<file path="config.mk">
export PLATFORM = sky130hd
export DESIGN_NAME = dbm_top
export DESIGN_NICKNAME = d
export VERILOG_FILES = /design/src/rtl/dbm_pkg.sv /design/src/rtl/dbm_decode.sv /design/src/rtl/dbm_channel.sv /design/src/rtl/dbm_top.sv
export SDC_FILE = /design/constraint.sdc
export NUM_CORES = 1
export LEC_CHECK = 0
export BUFFER_PORTS_ARGS = -buffer_cell sky130_fd_sc_hd__buf_2
export CORE_UTILIZATION = 54
export CTS_CLUSTER_SIZE = 40
export DETAILED_ROUTE_END_ITERATION = 12
export PLACE_DENSITY = 0.78
export SYNTH_ARGS = -nofsm -noshare
export SYNTH_HDL_FRONTEND = slang
export SYNTH_HIERARCHICAL = 1
export SYNTH_SLANG_ARGS = --single-unit
</file>
<file path="constraint.sdc">
create_clock -name clk -period 2.9 [get_ports clk]
set_clock_uncertainty 0.15 [all_clocks]
set_input_delay 0.145 -clock clk [delete_from_list [all_inputs] [get_ports clk]]
set_output_delay 0.145 -clock clk [all_outputs]
set_load 0.02 [all_outputs]
</file>
<file path="src/rtl/dbm_pkg.sv">
package dbm_pkg;

  typedef enum logic [1:0] {
    VIEW_NONE = 2'd0,
    VIEW_STAT = 2'd1,
    VIEW_SET  = 2'd2,
    VIEW_CLR  = 2'd3
  } view_e;

  localparam int unsigned OFS_STAT   = 32'h00;
  localparam int unsigned OFS_SET    = 32'h08;
  localparam int unsigned OFS_CLR    = 32'h10;
  localparam int unsigned BASE_STEP  = 32'h20;
  localparam int unsigned SECURE_BASE = 32'h200;

  // Non-secure channels are packed at BASE_STEP; the secure one sits apart.
  function automatic int unsigned chan_base(int unsigned idx, int unsigned sec_idx);
    if (idx == sec_idx) return SECURE_BASE;
    return idx * BASE_STEP;
  endfunction

endpackage

</file>
<file path="src/rtl/dbm_decode.sv">
module dbm_decode
  import dbm_pkg::*;
#(
  parameter int ADDR_W    = 12,
  parameter int N_CH      = 3,
  parameter int SECURE_CH = 2,
  localparam int CH_W     = (N_CH > 1) ? $clog2(N_CH) : 1
) (
  input  logic [ADDR_W-1:0] addr,
  output logic              hit,
  output logic [CH_W-1:0]   ch_idx,
  output view_e             view
);

  always_comb begin
    hit    = 1'b0;
    ch_idx = '0;
    view   = VIEW_NONE;
    for (int i = 0; i < N_CH; i++) begin
      if (addr == ADDR_W'(chan_base(i, SECURE_CH) + OFS_STAT)) begin
        hit = 1'b1; ch_idx = CH_W'(i); view = VIEW_STAT;
      end
      if (addr == ADDR_W'(chan_base(i, SECURE_CH) + OFS_SET)) begin
        hit = 1'b1; ch_idx = CH_W'(i); view = VIEW_SET;
      end
      if (addr == ADDR_W'(chan_base(i, SECURE_CH) + OFS_CLR)) begin
        hit = 1'b1; ch_idx = CH_W'(i); view = VIEW_CLR;
      end
    end
  end

endmodule

</file>
<file path="src/rtl/dbm_channel.sv">
module dbm_channel #(
  parameter int DATA_W = 32
) (
  input  logic              clk,
  input  logic              rst,
  input  logic [DATA_W-1:0] set_mask,
  input  logic [DATA_W-1:0] clr_mask,
  output logic [DATA_W-1:0] status,
  output logic              irq
);

  logic [DATA_W-1:0] status_q;
  logic              irq_q;

  // Set is applied after clear, so a set wins on a shared bit.
  always_ff @(posedge clk) begin
    if (rst) begin
      status_q <= '0;
      irq_q    <= 1'b0;
    end else begin
      status_q <= (status_q & ~clr_mask) | set_mask;
      irq_q    <= |status_q;
    end
  end

  assign status = status_q;
  assign irq    = irq_q;

  // bits rung through the set view are present afterwards
  assert_set_lands_R3: assert property (@(posedge clk) disable iff (rst)
    (set_mask != '0) |=> ((status_q & $past(set_mask)) == $past(set_mask)));

  // cleared bits that were not also set are gone afterwards
  assert_clr_lands_R4: assert property (@(posedge clk) disable iff (rst)
    (clr_mask != '0) |=> ((status_q & $past(clr_mask) & ~$past(set_mask)) == '0));

  // an interrupt only rises after the word held a set bit
  assert_irq_rise_R5: assert property (@(posedge clk) disable iff (rst)
    $rose(irq_q) |-> $past(status_q != '0));

  // an empty word drops the interrupt on the next clock
  assert_irq_drop_R5: assert property (@(posedge clk) disable iff (rst)
    (status_q == '0) |=> !irq_q);

endmodule

</file>
<file path="src/rtl/dbm_top.sv">
module dbm_top
  import dbm_pkg::*;
#(
  parameter int ADDR_W    = 12,
  parameter int DATA_W    = 32,
  parameter int N_CH      = 3,
  parameter int SECURE_CH = 2
) (
  input  logic              clk,
  input  logic              rst,
  input  logic              psel,
  input  logic              penable,
  input  logic              pwrite,
  input  logic [ADDR_W-1:0] paddr,
  input  logic [DATA_W-1:0] pwdata,
  input  logic [2:0]        pprot,
  output logic [DATA_W-1:0] prdata,
  output logic              pready,
  output logic              pslverr,
  output logic [N_CH-1:0]   irq
);

  localparam int CH_W = (N_CH > 1) ? $clog2(N_CH) : 1;

  logic            hit;
  logic [CH_W-1:0] ch_idx;
  view_e           view;

  dbm_decode #(
    .ADDR_W    (ADDR_W),
    .N_CH      (N_CH),
    .SECURE_CH (SECURE_CH)
  ) u_decode (
    .addr   (paddr),
    .hit    (hit),
    .ch_idx (ch_idx),
    .view   (view)
  );

  logic setup_ph, access_ph, nonsec, blocked, wr_ok;

  assign setup_ph  = psel & ~penable;
  assign access_ph = psel & penable;
  assign nonsec    = pprot[1];
  assign blocked   = hit && (ch_idx == CH_W'(SECURE_CH)) && nonsec;
  assign wr_ok     = access_ph && pwrite && hit && !blocked;

  logic [DATA_W-1:0] status_w [N_CH];
  logic [DATA_W-1:0] rd_sel;

  for (genvar g = 0; g < N_CH; g++) begin : g_ch
    logic [DATA_W-1:0] set_m, clr_m;

    assign set_m = (wr_ok && ch_idx == CH_W'(g) && view == VIEW_SET) ? pwdata : '0;
    assign clr_m = (wr_ok && ch_idx == CH_W'(g) && view == VIEW_CLR) ? pwdata : '0;

    dbm_channel #(.DATA_W(DATA_W)) u_chan (
      .clk      (clk),
      .rst      (rst),
      .set_mask (set_m),
      .clr_mask (clr_m),
      .status   (status_w[g]),
      .irq      (irq[g])
    );
  end

  always_comb begin
    rd_sel = '0;
    for (int i = 0; i < N_CH; i++)
      if (ch_idx == CH_W'(i)) rd_sel = status_w[i];
  end

  // Response is captured in the setup phase so it is registered yet ready
  // in the access phase; it returns to zero when the transfer completes.
  logic [DATA_W-1:0] prdata_q;
  logic              pslverr_q;

  always_ff @(posedge clk) begin
    if (rst) begin
      prdata_q  <= '0;
      pslverr_q <= 1'b0;
    end else if (setup_ph) begin
      prdata_q  <= (hit && !blocked && !pwrite && view == VIEW_STAT) ? rd_sel : '0;
      pslverr_q <= blocked;
    end else if (access_ph) begin
      prdata_q  <= '0;
      pslverr_q <= 1'b0;
    end
  end

  assign prdata  = prdata_q;
  assign pslverr = pslverr_q;
  assign pready  = 1'b1;

  // a blocked write leaves the secure word untouched
  assert_secure_hold_R7: assert property (@(posedge clk) disable iff (rst)
    (access_ph && pwrite && blocked) |=> $stable(status_w[SECURE_CH]));

  // a blocked access flags an error and exposes nothing
  assert_secure_resp_R7: assert property (@(posedge clk) disable iff (rst)
    (access_ph && $past(setup_ph) && blocked) |-> (pslverr && prdata == '0));

  // a legal access never reports an error
  assert_no_err_R8: assert property (@(posedge clk) disable iff (rst)
    (access_ph && $past(setup_ph) && !blocked) |-> !pslverr);

  // write-only views never return data
  assert_wo_zero_R6: assert property (@(posedge clk) disable iff (rst)
    (access_ph && $past(setup_ph) && (view == VIEW_SET || view == VIEW_CLR)) |-> (prdata == '0));

  // no wait states
  assert_ready_R9: assert property (@(posedge clk) disable iff (rst) pready);

endmodule

</file>
# Word level (Yosys, flattened, before mapping)
# Index checks and enable logic that the tools add are counted.
# totals
output_inout_bits	37
ff_bits	132
wordCells	96
input_bits	52
# op_classes
eq_ne	13
bitwise_logic	12
muxes	38
reduce_logical	25
# op_table
operator	n
$mux 32	12
$and 32x32->32	3
$not 32->32	3
$or 32x32->32	3
$reduce_or 32->1	3
$eq 12x10->1 const B	3
$eq 12x6->1 const B	3
$mux 2	12
$logic_and 1x1->1	17
$mux 1	14
$eq 12x4->1 const B	1
$eq 12x5->1 const B	1
$logic_not 12->1	1
$eq 2x2->1 const B	3
$eq 2x1->1 const B	2
$and 1x1->1	2
$logic_not 1->1	2
$logic_not 2->1	1
$reduce_bool 2->1	1
$not 1->1	1

# Depth between registers and ports, before layout
# logic_depth
depth_word	20
ltp_mapped	11
ltp_nobuf	9

# Modules after synthesis
# The synthesis kept the hierarchy.
# by_module_without_submodules
module	cells_each	seq_area_each_um2	area_per_inst_um2	instances
dbm_top	511	660.6	3809.9	1
dbm_channel	144	660.6	1153.6	3
dbm_decode	17	0.0	96.3	1

# Least setup slack after synthesis
# Ideal clock, no wire load.
# synth_timing
kind	input-to-reg
start	input port paddr[8]
end	register g_ch[1].u_chan.status_q[0]
slack_ps	654
n_path_buf	1
t_required_ps	2633
t_arrival_ps	1979
setup_ps	117
stages	9
path_cell_list	or3_1 nor4b_2 and2b_1 nand4_2 clkbuf_1 nor2_1 inv_1 a21oi_1 nor2_1
# synth_via
elab_cells_between_ends	50
classes_between	eq/ne: 12; mux: 26; bitwise: 3; reduce/logical: 9
# synth_rtl
element	line_no	text
from (decl)	dbm_top.sv:14	input logic [ADDR_W-1:0] paddr,
$eq 12x6->1	dbm_decode.sv:20	if (addr == ADDR_W'(chan_base(i, SECURE_CH) + OFS_STAT)) begin
$mux 1	dbm_decode.sv:20	
$mux 1	dbm_decode.sv:23	if (addr == ADDR_W'(chan_base(i, SECURE_CH) + OFS_SET)) begin
$mux 2	dbm_decode.sv:26	if (addr == ADDR_W'(chan_base(i, SECURE_CH) + OFS_CLR)) begin
$mux 2	dbm_decode.sv:20	
$mux 2	dbm_decode.sv:23	
$mux 2 (*)	dbm_decode.sv:26	
net ch_idx[0]	dbm_top.sv:26	logic [CH_W-1:0] ch_idx;
[... 3 more ...]	-	
$logic_not 1->1	dbm_top.sv:46	assign wr_ok = access_ph && pwrite && hit && !blocked;
$logic_and 1x1->1	dbm_top.sv:46	
$logic_and 1x1->1 (*) (2 in series)	dbm_top.sv:55	assign clr_m = (wr_ok && ch_idx == CH_W'(g) && view == VIEW_CLR) ? pwdata : '0;
$mux 32 (*)	dbm_top.sv:55	
net g_ch[1].clr_m[0]	dbm_top.sv:52	logic [DATA_W-1:0] set_m, clr_m;
$not 32->32 (*)	dbm_channel.sv:21	status_q <= (status_q & ~clr_mask) | set_mask;
$and 32x32->32 (*)	dbm_channel.sv:21	
$or 32x32->32 (*)	dbm_channel.sv:21	
to (signal assigned)	dbm_channel.sv:21	
to (decl)	dbm_channel.sv:12	logic [DATA_W-1:0] status_q;
# The timed path passes the listed nets; every way through them passes the cells marked *.
# A chain may end at the register's enable or synchronous reset.

# Worst setup path in the final report
# layout_timing
start	input port paddr[1]
end	register g_ch[0].u_chan.status_q[14]
# layout_via
elab_cells_between_ends	50
classes_between	eq/ne: 11; mux: 26; bitwise: 3; reduce/logical: 10
# layout_rtl
element	line_no	text
$eq 12x10->1	dbm_decode.sv:20	
$mux 2	dbm_decode.sv:20	
$mux 2	dbm_decode.sv:23	
$mux 2 (*)	dbm_decode.sv:26	
net ch_idx[1]	dbm_top.sv:26	
$eq 2x2->1	dbm_top.sv:45	assign blocked = hit && (ch_idx == CH_W'(SECURE_CH)) && nonsec;
$logic_and 1x1->1 (2 in series)	dbm_top.sv:45	
$logic_not 1->1	dbm_top.sv:46	
$logic_and 1x1->1	dbm_top.sv:46	
$logic_and 1x1->1 (*) (2 in series)	dbm_top.sv:54	assign set_m = (wr_ok && ch_idx == CH_W'(g) && view == VIEW_SET) ? pwdata : '0;
$mux 32 (*)	dbm_top.sv:54	
net g_ch[0].set_m[14]	dbm_top.sv:52	
$or 32x32->32 (*)	dbm_channel.sv:21	
to (signal assigned)	dbm_channel.sv:21	
to (decl)	dbm_channel.sv:12	
# Marks and branches as above.

==> summary.md <==
| Metric | Value |
|---|---|
| Max-slew violations | `0` |
| P&R area growth vs syn | `15.5%` |
| Comb power frac | `3.3%` |
| Initial Utilization | `55.4%` |
| Cell Pwr Density | `504 nW/um^2` |
| Yosys warning total | `6` |
| Distinct cells, synth | `36` |
| CP dominant cell by count | `buf_4` |
| Seq/Total Area, Yosys | `35.9%` |
| P_leak | `2.86 nW` |
| CP cell instances | `buf_2 > nor3_2 > nand3_1 > nor4_2 > or4b_4 > buf_4 > buf_4 > nor2_4 > a21oi_1 > nor2_1` |
| Setup repair bufs after CTS | `0` |
| DRT Pass-1 Iters | `6` |
| Post-route setup slack | `730 ps` |
| Core Box Area | `13300 um^2` |
| Fill cells | `1124` |
| Compound-Gate Fraction of Synth Area | `13.9%` |
| Buffers on Ports | `85` |
| Die outline width | `119 um` |
| Internal cell power | `3.40 mW` |
| Largest net degree at the start of global routing | `65` |
| Largest family of logic cells by synthesized area | `simple AND/OR/NAND/NOR gates` |
| CP Buf/Inv Count | `3` |
| RSZ-0062 raised after global routing | `no` |
| Routability congestion estimate from global placement | `0.833` |
| Status | `finished, final reports clean` |
| Tot GR Track Use | `25.4%` |
| Synth Area in Adders | `0%` |
| Top Family by Delay on Critical Path | `simple AND/OR/NAND/NOR gates` |
| CP Data Arrival Time | `2310 ps` |
| Slowest CP cell | `buf_4` |
| DP Wirelength | `11.5 mm` |
| Post-synthesis mux area share | `4.35%` |
| First-pass GRT wire length | `28.4 mm` |
| Post-Layout Cell Count | `1213` |
| Final setup violation count | `0` |
| Final hold violations | `0` |
| # rows | `42` |
| # DRC | `0` |
| H-tree levels | `4` |
| Place WS | `329 ps` |
| Mean Syn Cell Area | `7.67 um^2` |
| Setup crit start | `paddr[1]` |
| DR vias | `6385` |
| FF+latch count, synth | `132` |
| Antenna Cells | `0` |
| Max_slew headroom | `58.5%` |
| Mapped Cells | `960` |
| Nets | `1076` |
| Most frequent cells in the layout | `nor2_1, dfxtp_1, a21oi_1` |
| Final min period | `2170 ps` |
| Crit. End Element | `flip-flop` |
| Post-Synth XOR/XNOR Area | `0.119%` |
| Simple-Gate Fraction of Synth Area | `35.6%` |
| Post-route ant nets | `0` |
| Final TNS setup | `0 ps` |
| Max incr delay on CP | `500 ps` |
| Most common cell after layout, fill and taps aside | `nor2_1` |
| CTS tree | `yes` |
| DIE HEIGHT | `119 um` |
| Num CTS Buffers | `17` |
| Clk Latency, worst-skew pair | `410 ps` |
| Clock Tree Buf Depth | `2` |
| Clock Tree Root | `clkbuf_16` |
| Clk sink count | `132` |
| Post-cts resize count | `0` |
| Worst EP required | `3040 ps` |
| Via/cell ratio | `5.26` |
| Crit path launch type | `input port` |
| Min-delay worst type | `input port to flip-flop` |
| Placed standard-cell area | `7850 um^2` |
| Tcrit/Tclk final | `74.8%` |
| Maximum VDD drop | `0.545 mV` |
| WL per Instance | `14.5 um` |
| CTS clk-pin slew, worst paths | `60 ps` |
| Flop pwr share | `42.3%` |
| Crit Path Category | `input port to flip-flop` |
| Worst Tran Pin Value | `622 ps` |
| Initial DRC Count | `387` |
| I/O pin count | `89` |
| Worst Path Max Fanout | `22` |
| Clk network pwr share | `54.4%` |
| Final hold slack | `3.57 ps` |
| Total gr overflow | `0` |
| Dpl cells | `1180` |
| Hold_sp | `pwdata[1]` |
| WL final | `17.6 mm` |
| Fmax | `461 MHz` |
| Finished Cell Area | `8510 um^2` |
| Sw power | `887 uW` |
| Synth Cell Area | `7370 um^2` |
| Max-cap viol count | `0` |
| Vias in the first global route | `5738` |
| Switching Fraction | `20.7%` |
| R2R Path Start | `g_ch[1].u_chan/status[6]` |
| Initial antenna violation count | `1` |
| Net Count, Synth | `1012` |
| Layout cell share with drive strength beyond 1 | `22.7%` |
| Hold_buf cts | `1` |
| Die outline area | `14100 um^2` |
## cells by family after synthesis
family | Yosys count
XOR/XNOR | 1
AND/OR/NAND/NOR | 472
other | 1
buffers and inverters | 158
flip-flops | 132
multiplexers | 32
AO/OA/AOI/OAI | 164
## layer usage
metal  routed length [um]  track usage, %
met1                 8050            31.8
met4                  315            7.91
met3                  770            5.89
met5                   13               0
met2                 8460            42.9
## registers in the layout, indices dropped and copies added (netlist names)
| signal | cells |
|---|---|
| prdata | 32 |
| g_ch.u_chan/irq | 3 |
| pslverr | 1 |
| g_ch.u_chan/status | 96 |
## layout make-up
cell class / instances / area, um^2 / share of cell area (%)
sequential: 132 / 2640 / 31.0
inverter: 98 / 368 / 4.32
timing repair buffer: 105 / 631 / 7.41
tap: 176 / 220 / 2.59
clock inverter: 14 / 209 / 2.45
multi-input combinational: 670 / 4000 / 47.0
clock buffer: 18 / 439 / 5.16
## worst register-to-register path: cells and delay by family (launching register included)
family | cells | cell delay, ps
AND/OR/NAND/NOR | 2 | 870
AO/OA/AOI/OAI | 1 | 100
flip-flops | 1 | 330
## path summary, 6_finish.rpt
check,depth (start not counted),end,slack [ps]
worst max-delay path,10,g_ch[0].u_chan/status[14],730
worst min-delay path,5,g_ch[2].u_chan/status[1],4
worst max register to register,3,g_ch[1].u_chan/irq,1300
worst min register to register,2,prdata[29],360
## power groups by stage
stage	combinational (mW)	sequential, mW	clock [mW]
floorplan	0.0785	1.85	0
global placement	0.140	1.85	0
detailed placement	0.141	1.85	0
CTS	0.143	1.81	2.36
global route	0.154	1.81	2.45
finish	0.143	1.81	2.33
## Yosys cell counts
| library cell | count | share of area (%) |
|---|---|---|
| a21boi_0 | 28 | 2.9 |
| a21boi_1 | 4 | 0.41 |
| a21oi_1 | 99 | 6.7 |
| a221oi_1 | 32 | 3.8 |
| and2b_1 | 1 | 0.10 |
| and3_2 | 1 | 0.10 |
| and4_1 | 6 | 0.71 |
| buf_1 | 1 | 0.051 |
| buf_12 | 6 | 1.6 |
| buf_2 | 14 | 0.95 |
| buf_4 | 2 | 0.20 |
| buf_6 | 4 | 0.61 |
| clkbuf_1 | 33 | 1.7 |
| conb_1 | 1 | 0.051 |
| dfxtp_1 | 132 | 36 |
| inv_1 | 98 | 5.0 |
| mux2i_1 | 32 | 4.3 |
| nand2_1 | 37 | 1.9 |
| nand2b_1 | 64 | 5.4 |
| nand3_1 | 2 | 0.14 |
| nand3b_1 | 1 | 0.10 |
| nand4_1 | 2 | 0.17 |
| nand4_2 | 1 | 0.17 |
| nor2_1 | 232 | 12 |
| nor2_4 | 60 | 9.2 |
| nor3_1 | 2 | 0.14 |
| nor3_2 | 1 | 0.14 |
| nor3b_1 | 1 | 0.10 |
| nor4_1 | 25 | 2.1 |
| nor4b_1 | 1 | 0.12 |
| nor4b_2 | 1 | 0.20 |
| o32a_1 | 1 | 0.14 |
| or2_2 | 32 | 2.7 |
| or3_1 | 1 | 0.085 |
| or4b_1 | 1 | 0.14 |
| xor2_1 | 1 | 0.12 |
## metrics by stage
stage / power [mW] / utilization, %
finish: 4.29 / 64.0
floorplan: 1.93 / -
detailed placement: 1.99 / 59.1
global route: 4.42 / 64.0
global placement: 1.99 / 59.1
CTS: 4.32 / 64.0
Note: power is estimated with default switching activity, not from simulation.
